## config.mk

```make
export PLATFORM = sky130hd
export DESIGN_NAME = devenum_ctrl
export DESIGN_NICKNAME = d
export VERILOG_FILES = /design/src/rtl/devenum_pkg.sv /design/src/rtl/devenum_table.sv /design/src/rtl/devenum_walker.sv /design/src/rtl/devenum_regs.sv /design/src/rtl/devenum_ctrl.sv
export SDC_FILE = /design/constraint.sdc
export NUM_CORES = 1
export LEC_CHECK = 0
export BUFFER_PORTS_ARGS = -buffer_cell sky130_fd_sc_hd__buf_4
export CORE_UTILIZATION = 55
export CTS_CLUSTER_SIZE = 25
export DETAILED_ROUTE_END_ITERATION = 8
export PLACE_DENSITY = 0.84
export SYNTH_ARGS = -nofsm -noshare
export SYNTH_HDL_FRONTEND = slang
export SYNTH_HIERARCHICAL = 1
export SYNTH_SLANG_ARGS = --single-unit
export TNS_END_PERCENT = 30
```

## constraint.sdc

```tcl
create_clock -name clk -period 6.45 [get_ports clk]
set_input_delay 1.29 -clock clk [delete_from_list [all_inputs] [get_ports clk]]
set_output_delay 1.29 -clock clk [all_outputs]
set_load 0.01 [all_outputs]
```

## src/rtl/devenum_pkg.sv

```systemverilog
package devenum_pkg;

    typedef struct packed {
        logic [31:0] dev_id;
        logic [31:0] io_base;
        logic [31:0] io_size;
        logic [31:0] irq_first;
        logic [31:0] irq_num;
        logic [31:0] name_bytes;
    } dev_entry_t;

    typedef enum logic {
        CUR_NONE = 1'b0,
        CUR_ON   = 1'b1
    } cur_state_e;

    localparam logic [31:0] STEP_FOUND = 32'h8;
    localparam logic [31:0] STEP_DONE  = 32'h0;

    localparam int unsigned OFF_STEP  = 'h00;
    localparam int unsigned OFF_NAME  = 'h04;
    localparam int unsigned OFF_NLEN  = 'h08;
    localparam int unsigned OFF_ID    = 'h0C;
    localparam int unsigned OFF_BASE  = 'h10;
    localparam int unsigned OFF_SIZE  = 'h14;
    localparam int unsigned OFF_IRQ   = 'h18;
    localparam int unsigned OFF_IRQN  = 'h1C;
    localparam int unsigned OFF_UPPER = 'h20;

    function automatic dev_entry_t make_entry(int unsigned idx,
                                              logic [31:0] base0,
                                              logic [31:0] stride,
                                              logic [31:0] irq0);
        dev_entry_t e;
        e.dev_id     = 32'(idx + 1);
        e.io_base    = base0 + 32'(idx) * stride;
        e.io_size    = stride;
        e.irq_first  = irq0 + 32'(idx + idx / 2);
        e.irq_num    = 32'((idx % 2) + 1);
        e.name_bytes = 32'(5 + 3 * idx);
        return e;
    endfunction

endpackage

```

## src/rtl/devenum_table.sv

```systemverilog
module devenum_table
    import devenum_pkg::*;
#(
    parameter int unsigned NUM_DEV    = 4,
    parameter logic [31:0] BASE_START = 32'h1000_2000,
    parameter logic [31:0] STRIDE     = 32'h0000_1000,
    parameter logic [31:0] IRQ_START  = 32'd3,
    localparam int unsigned IDX_W     = (NUM_DEV > 1) ? $clog2(NUM_DEV) : 1
) (
    input  logic [IDX_W-1:0] idx,
    output dev_entry_t       entry
);

    dev_entry_t rom [NUM_DEV];

    for (genvar g = 0; g < NUM_DEV; g++) begin : g_rom
        assign rom[g] = make_entry(g, BASE_START, STRIDE, IRQ_START);
    end

    always_comb begin
        entry = '0;
        for (int k = 0; k < NUM_DEV; k++) begin
            if (int'(idx) == k) entry = rom[k];
        end
    end

endmodule

```

## src/rtl/devenum_walker.sv

```systemverilog
module devenum_walker
    import devenum_pkg::*;
#(
    parameter int unsigned NUM_DEV = 4,
    localparam int unsigned IDX_W  = (NUM_DEV > 1) ? $clog2(NUM_DEV) : 1
) (
    input  logic             clk,
    input  logic             rst_n,
    input  logic             init_cmd,
    input  logic             step,
    output logic             cur_valid,
    output logic [IDX_W-1:0] cur_idx,
    output logic             step_found,
    output logic             irq
);

    cur_state_e       state_q, state_d;
    logic [IDX_W-1:0] idx_q, idx_d;
    logic [NUM_DEV-1:0] rep_q, rep_d, rep_mark;
    logic             irq_q, irq_d;
    logic             found;
    logic [IDX_W-1:0] nxt;
    int               start;

    // Retire the current entry, then find the first unreported one at or after start.
    always_comb begin
        rep_mark = rep_q;
        start    = 0;
        if (state_q == CUR_ON) begin
            rep_mark[idx_q] = 1'b1;
            start           = int'(idx_q) + 1;
        end
        found = 1'b0;
        nxt   = '0;
        for (int j = NUM_DEV - 1; j >= 0; j--) begin
            if (j >= start && !rep_mark[j]) begin
                found = 1'b1;
                nxt   = IDX_W'(j);
            end
        end
    end

    always_comb begin
        state_d = state_q;
        idx_d   = idx_q;
        rep_d   = rep_q;
        irq_d   = irq_q;
        if (init_cmd) begin
            state_d = CUR_NONE;          // RESTART
            rep_d   = '0;
            irq_d   = (NUM_DEV > 0);
        end else if (step) begin
            rep_d = rep_mark;
            unique case (found)
                1'b1: begin
                    state_d = CUR_ON;    // ADVANCE
                    idx_d   = nxt;
                end
                1'b0: begin
                    state_d = CUR_NONE;  // EXHAUST
                    irq_d   = 1'b0;
                end
            endcase
        end
    end

    always_ff @(posedge clk) begin
        if (!rst_n) begin
            state_q <= CUR_NONE;
            idx_q   <= '0;
            rep_q   <= '0;
            irq_q   <= 1'b0;
        end else begin
            state_q <= state_d;
            idx_q   <= idx_d;
            rep_q   <= rep_d;
            irq_q   <= irq_d;
        end
    end

    assign cur_valid  = (state_q == CUR_ON);
    assign cur_idx    = idx_q;
    assign step_found = found;
    assign irq        = irq_q;

    a_r4_irq_falls_on_step: assert property (@(posedge clk) disable iff (!rst_n)
        $fell(irq_q) |-> $past(step));
    a_r2_irq_rises_on_init: assert property (@(posedge clk) disable iff (!rst_n)
        $rose(irq_q) |-> $past(init_cmd));
    a_r3_idx_in_table: assert property (@(posedge clk) disable iff (!rst_n)
        cur_valid |-> (int'(idx_q) < NUM_DEV));
    a_r3_retired_stays: assert property (@(posedge clk) disable iff (!rst_n)
        (step && cur_valid) |=> rep_q[$past(idx_q)]);
    a_r1_one_op: assert property (@(posedge clk) disable iff (!rst_n)
        !(step && init_cmd));

endmodule

```

## src/rtl/devenum_regs.sv

```systemverilog
module devenum_regs
    import devenum_pkg::*;
#(
    parameter int unsigned ADDR_W = 6
) (
    input  logic              clk,
    input  logic              rst_n,
    input  logic              bus_sel,
    input  logic              bus_we,
    input  logic [ADDR_W-1:0] bus_addr,
    input  logic [31:0]       bus_wdata,
    input  dev_entry_t        entry,
    input  logic              cur_valid,
    input  logic              step_found,
    output logic              init_cmd,
    output logic              step,
    output logic [31:0]       rdata,
    output logic              rvalid,
    output logic              err_flag,
    output logic              host64,
    output logic              name_req,
    output logic [63:0]       name_addr,
    output logic [31:0]       name_len
);

    logic        rd, wr, bad, name_wr, upper_wr;
    logic [31:0] mux;
    logic [31:0] upper_q;
    int unsigned off;

    assign off = int'(bus_addr);
    assign rd  = bus_sel && !bus_we;
    assign wr  = bus_sel && bus_we;

    always_comb begin
        init_cmd = 1'b0;
        step     = 1'b0;
        name_wr  = 1'b0;
        upper_wr = 1'b0;
        bad      = 1'b0;
        mux      = '0;
        if (wr) begin
            unique case (off)
                OFF_STEP:  if (bus_wdata == 32'h0) init_cmd = 1'b1; else bad = 1'b1;
                OFF_NAME:  name_wr  = 1'b1;
                OFF_UPPER: upper_wr = 1'b1;
                default:   bad      = 1'b1;
            endcase
        end else if (rd) begin
            unique case (off)
                OFF_STEP: begin
                    step = 1'b1;
                    mux  = step_found ? STEP_FOUND : STEP_DONE;
                end
                OFF_NLEN: mux = cur_valid ? entry.name_bytes : '0;
                OFF_ID:   mux = cur_valid ? entry.dev_id     : '0;
                OFF_BASE: mux = cur_valid ? entry.io_base    : '0;
                OFF_SIZE: mux = cur_valid ? entry.io_size    : '0;
                OFF_IRQ:  mux = cur_valid ? entry.irq_first  : '0;
                OFF_IRQN: mux = cur_valid ? entry.irq_num    : '0;
                default:  bad = 1'b1;
            endcase
        end
    end

    always_ff @(posedge clk) begin
        if (!rst_n) begin
            rdata     <= '0;
            rvalid    <= 1'b0;
            err_flag  <= 1'b0;
            host64    <= 1'b0;
            upper_q   <= '0;
            name_req  <= 1'b0;
            name_addr <= '0;
            name_len  <= '0;
        end else begin
            rvalid   <= rd;
            rdata    <= mux;
            name_req <= name_wr && cur_valid;
            if (bad) err_flag <= 1'b1;
            if (upper_wr) begin
                upper_q <= bus_wdata;
                host64  <= 1'b1;
            end
            if (name_wr && cur_valid) begin
                name_addr <= {upper_q, bus_wdata};
                name_len  <= entry.name_bytes;
            end
        end
    end

    a_r9_read_completes: assert property (@(posedge clk) disable iff (!rst_n)
        rd |=> rvalid);
    a_r9_no_spurious_valid: assert property (@(posedge clk) disable iff (!rst_n)
        rvalid |-> $past(rd));
    a_r8_err_sticky: assert property (@(posedge clk) disable iff (!rst_n)
        err_flag |=> err_flag);
    a_r6_host64_sticky: assert property (@(posedge clk) disable iff (!rst_n)
        host64 |=> host64);
    a_r7_req_needs_cursor: assert property (@(posedge clk) disable iff (!rst_n)
        name_req |-> $past(cur_valid && wr));

endmodule

```

## src/rtl/devenum_ctrl.sv

```systemverilog
module devenum_ctrl
    import devenum_pkg::*;
#(
    parameter int unsigned NUM_DEV    = 4,
    parameter int unsigned ADDR_W     = 6,
    parameter logic [31:0] BASE_START = 32'h1000_2000,
    parameter logic [31:0] STRIDE     = 32'h0000_1000,
    parameter logic [31:0] IRQ_START  = 32'd3
) (
    input  logic              clk,
    input  logic              rst_n,
    input  logic              bus_sel,
    input  logic              bus_we,
    input  logic [ADDR_W-1:0] bus_addr,
    input  logic [31:0]       bus_wdata,
    output logic [31:0]       bus_rdata,
    output logic              bus_rvalid,
    output logic              irq,
    output logic              err_flag,
    output logic              host64,
    output logic              name_req,
    output logic [63:0]       name_addr,
    output logic [31:0]       name_len
);

    localparam int unsigned IDX_W = (NUM_DEV > 1) ? $clog2(NUM_DEV) : 1;

    logic             init_cmd, step, cur_valid, step_found;
    logic [IDX_W-1:0] cur_idx;
    dev_entry_t       entry;

    devenum_table #(
        .NUM_DEV(NUM_DEV), .BASE_START(BASE_START),
        .STRIDE(STRIDE), .IRQ_START(IRQ_START)
    ) u_table (
        .idx(cur_idx), .entry(entry)
    );

    devenum_walker #(.NUM_DEV(NUM_DEV)) u_walker (
        .clk(clk), .rst_n(rst_n), .init_cmd(init_cmd), .step(step),
        .cur_valid(cur_valid), .cur_idx(cur_idx),
        .step_found(step_found), .irq(irq)
    );

    devenum_regs #(.ADDR_W(ADDR_W)) u_regs (
        .clk(clk), .rst_n(rst_n), .bus_sel(bus_sel), .bus_we(bus_we),
        .bus_addr(bus_addr), .bus_wdata(bus_wdata), .entry(entry),
        .cur_valid(cur_valid), .step_found(step_found),
        .init_cmd(init_cmd), .step(step), .rdata(bus_rdata),
        .rvalid(bus_rvalid), .err_flag(err_flag), .host64(host64),
        .name_req(name_req), .name_addr(name_addr), .name_len(name_len)
    );

endmodule

```

==> PnR_summary.wiki <==
{| class="wikitable"
! Metric !! Value
|-
| Clock root cell || clkbuf_16
|-
| Setup skew after layout || ~14 ps
|-
| Final setup violation count || 0
|-
| Fraction of layout cells with a size suffix above 1 || between 20 and 25%
|-
| GRT Resource Usage Total || a little under a quarter
|-
| Run status || complete, no violations
|-
| DP Area || roughly 9500 um2
|-
| Combinational family with the most area after synthesis || buffers and inverters
|-
| Post-Route Setup TNS || 0 ps
|-
| Hpwl dp || between 10 and 15 mm
|-
| Sequential fraction of the synthesis area || 38.60%
|-
| # IOs || about 180
|-
| Synth-to-Final Area Change || 13.24%
|-
| Period utilisation layout || 47.51%
|-
| Last weighted congestion value of the routability-driven placer || about 0.80
|-
| H-tree depth reported by CTS || 4
|-
| Antenna Diode Count || 0
|-
| Vias after detailed routing || a little over 7,000
|-
| Slew Limit Headroom || a little under a quarter
|-
| Setup Buffers After CTS || 0
|-
| Routed wire length per instance || roughly 14 um
|-
| Final Critical Period || around 3100 ps
|-
| Simple-gate area share of the yosys netlist || between 10% and 20%
|-
| Worst-margin pin slew || approximately 1100 ps
|-
| Post-synth top cells || nand2_1 (277), buf_4 (188), dfxtp_1 (172), a21oi_1 (166), a22oi_1 (30)
|-
| Launching element type of the critical path || primary input
|-
| Cell type contributing the most total cell area after synthesis || dfxtp_1
|-
| Insertion delay of the later-clocked pin in the worst-skew pair || about 440 ps
|-
| Core Area || ~16,000 um2
|-
| Number of core rows || 46
|-
| Number of unique standard cell types used by synthesis || 56
|-
| Top cells by area in the synthesized netlist || dfxtp_1 (39%), buf_4 (16%), nand2_1 (12%)
|-
| Final layout net count || ~1,300
|-
| Path type of the worst min-delay path || reg2reg
|-
| Post-synthesis adder-cell area fraction || 1.543%
|-
| Overflow left after global routing || 0
|-
| Via count of the first global-routing pass || about 6,400
|-
| Cells resized by post-CTS repair || 0
|-
| Number of buffers added to fix hold violations after cts || 0
|-
| Post-Syn Area per Cell || just over 8 um2
|-
| Critical Path RT || 6810 ps
|-
| Largest net degree at the start of global routing || around 110
|-
| RSZ-0062 raised after global routing || false
|-
| Remaining number of nets flagged by the antenna check after routing || 0
|-
| Synthesized area || slightly below 9000 um2
|-
| Final Hold Violating Endpoints || 0
|-
| Worst IR Drop VDD || between 0.00015 and 0.0002 V
|-
| Clock net sink count || between 150 and 200
|-
| Total area of multi-input combinational cells || about 4400 um2
|-
| Area of the die || 16,730 um2
|-
| Post-synthesis register bit count || 172
|-
| Vert. Die Dim || 129.4 um
|-
| Area fraction of the dominant cell type after synthesis || 38.60%
|-
| Setup crit end kind || register
|-
| Clock-pin slew on the worst setup and hold paths || approximately 70 ps
|-
| Antenna violations before repair || 0
|-
| Average via count per standard cell || 4.932
|-
| Count of TritonRoute iterations in the first routing pass || 5
|-
| Post-layout instance area || 10,100 um2
|-
| Endpoint arrival time on the critical path || 3430 ps
|-
| Effective utilization at floorplan || 56.15%
|-
| Most used flip-flop cell after synthesis || dfxtp_1
|-
| Die width || ~130 um
|-
| Max cap viols || 0
|-
| TritonCTS clock tree || built
|-
| Post-route total power || about 2.2 mW
|-
| Initial DRC Count || ~400
|-
| Reg-to-reg setup timing slack || between 4000 and 5000 ps
|-
| Detailed-route wire length || 19.70 mm
|-
| Filler instances || about 1,400
|-
| Kind of critical path || in2reg
|-
| Reported leakage power || roughly 4.1 nW
|-
| Share of async-settable or async-resettable flops after synthesis || 0%
|-
| YS warnings || 6
|-
| Max-slew violation count || 0
|-
| Number of buffers created by CTS || 17
|-
| Port bufs || 174
|-
| Max clock buf depth || 2
|-
| Fmax || around 0.33 GHz
|-
| Synthesized-area fraction occupied by ao, oa, aoi and oai cells || between 10 and 15%
|-
| Peak fanout along the critical path || 96
|-
| Most used standard cell by instance count after synthesis || nand2_1
|-
| Wire length of the first global-routing pass || between 30 and 40 mm
|-
| Area of all sequential standard cells || 3443 um2
|-
| Number of synthesized flops with an enable pin || 0
|-
| Power density over the cells || 217.5 nW/um2
|-
| XOR/XNOR share of the synthesized area || less than 1%
|-
| Share of cell area taken by muxes after synthesis || between 8 and 9%
|-
| DRC Markers || 0
|-
| Post-synthesis instance total || roughly 1,100
|}
==> cells in the final DEF, fill, tap and decap left out, drive strengths merged, types with 3 or more instances in the layout <==
cell	Yosys	routed
nor3	5	5
o21ai	18	18
conb	1	175
nand2b	4	4
clkinvlp	0	3
buf	220	182
a21oi	166	166
a31oi	3	3
mux4	15	15
and2	16	16
ha	11	11
nand4	4	4
mux2i	19	19
mux2	17	17
clkbuf	28	18
inv	11	19
nor2	32	32
dfxtp	172	172
nand2	277	277
nor4	10	10
a22oi	30	30
==> per-stage QoR <==
step	util [%]	std cells	worst slack [ps]	hold slack (ps)
floorplan	-	1264	3332	432.1
global placement	59.96	1414	2994	436.9
detailed placement	59.96	1414	2930	443.1
CTS	63.59	1446	3408	446.5
global route	63.59	1446	3162	455.2
finish	63.59	1446	3386	437.5
==> final timing paths <==
kind | start | endpoint | cells past startpoint
max | bus_addr[2] | u_regs/name_addr[5] | 5
max reg2reg | u_walker/cur_idx[0] | u_regs/rdata[3] | 7
min | u_regs/upper_q[25] | u_regs/name_addr[57] | 2
min reg2reg | u_regs/upper_q[25] | u_regs/name_addr[57] | 2
==> worst max-delay path: stages <==
cell     delay (ps)
buf_4           490
nor3b_1         310
and4_4          960
nand2_1         140
a21oi_1         180
==> registers in the layout (all words and copies together), names as in the netlist <==
name                count
u_regs/name_addr       64
u_walker/irq            1
u_regs/name_len        32
u_walker/cur_valid      1
u_walker/rep_q          4
u_regs/rvalid           1
u_regs/name_req         1
u_walker/cur_idx        2
u_regs/host64           1
u_regs/upper_q         32
u_regs/err_flag         1
u_regs/rdata           32
==> power breakdown <==
| group | internal (mW) | leakage [nW] | total (mW) | switching (mW) |
|---|---|---|---|---|
| Sequential | 1.06 | 1.39 | 1.06 | 0.000903 |
| Combinational | 0.0559 | 2.47 | 0.132 | 0.0766 |
| Clock | 0.546 | 0.274 | 1.00 | 0.454 |
| Total | 1.66 | 4.13 | 2.20 | 0.532 |
==> cell type report <==
| type | instances | share of cell area, % |
|---|---|---|
| Clock buffer | 18 | 4.249 |
| Clock inverter | 14 | 1.462 |
| Inverter | 11 | 0.4335 |
| Multi-Input combinational cell | 833 | 43.57 |
| Sequential cell | 172 | 34.09 |
| Tap cell | 216 | 2.676 |
| Timing Repair Buffer | 182 | 13.53 |
==> cells by family (layout without fill, tap and decap cells) <==
group / Yosys count / after routing
compound gates: 229 / 229
xor+xnor: 1 / 1
fa+ha+maj: 11 / 11
buf+inv: 259 / 225
flops: 172 / 172
mux: 51 / 51
other cells: 1 / 175
simple gates: 366 / 366
==> metal layers <==
metal,vias up,routed length (um),global-route usage [%]
met5,-,0,0
met2,202,9986,40.67
met1,3360,8275,29.20
met4,0,257,8.235
li1,3547,-,-
met3,23,1179,5.656
Power figures use the tool's default switching activity.
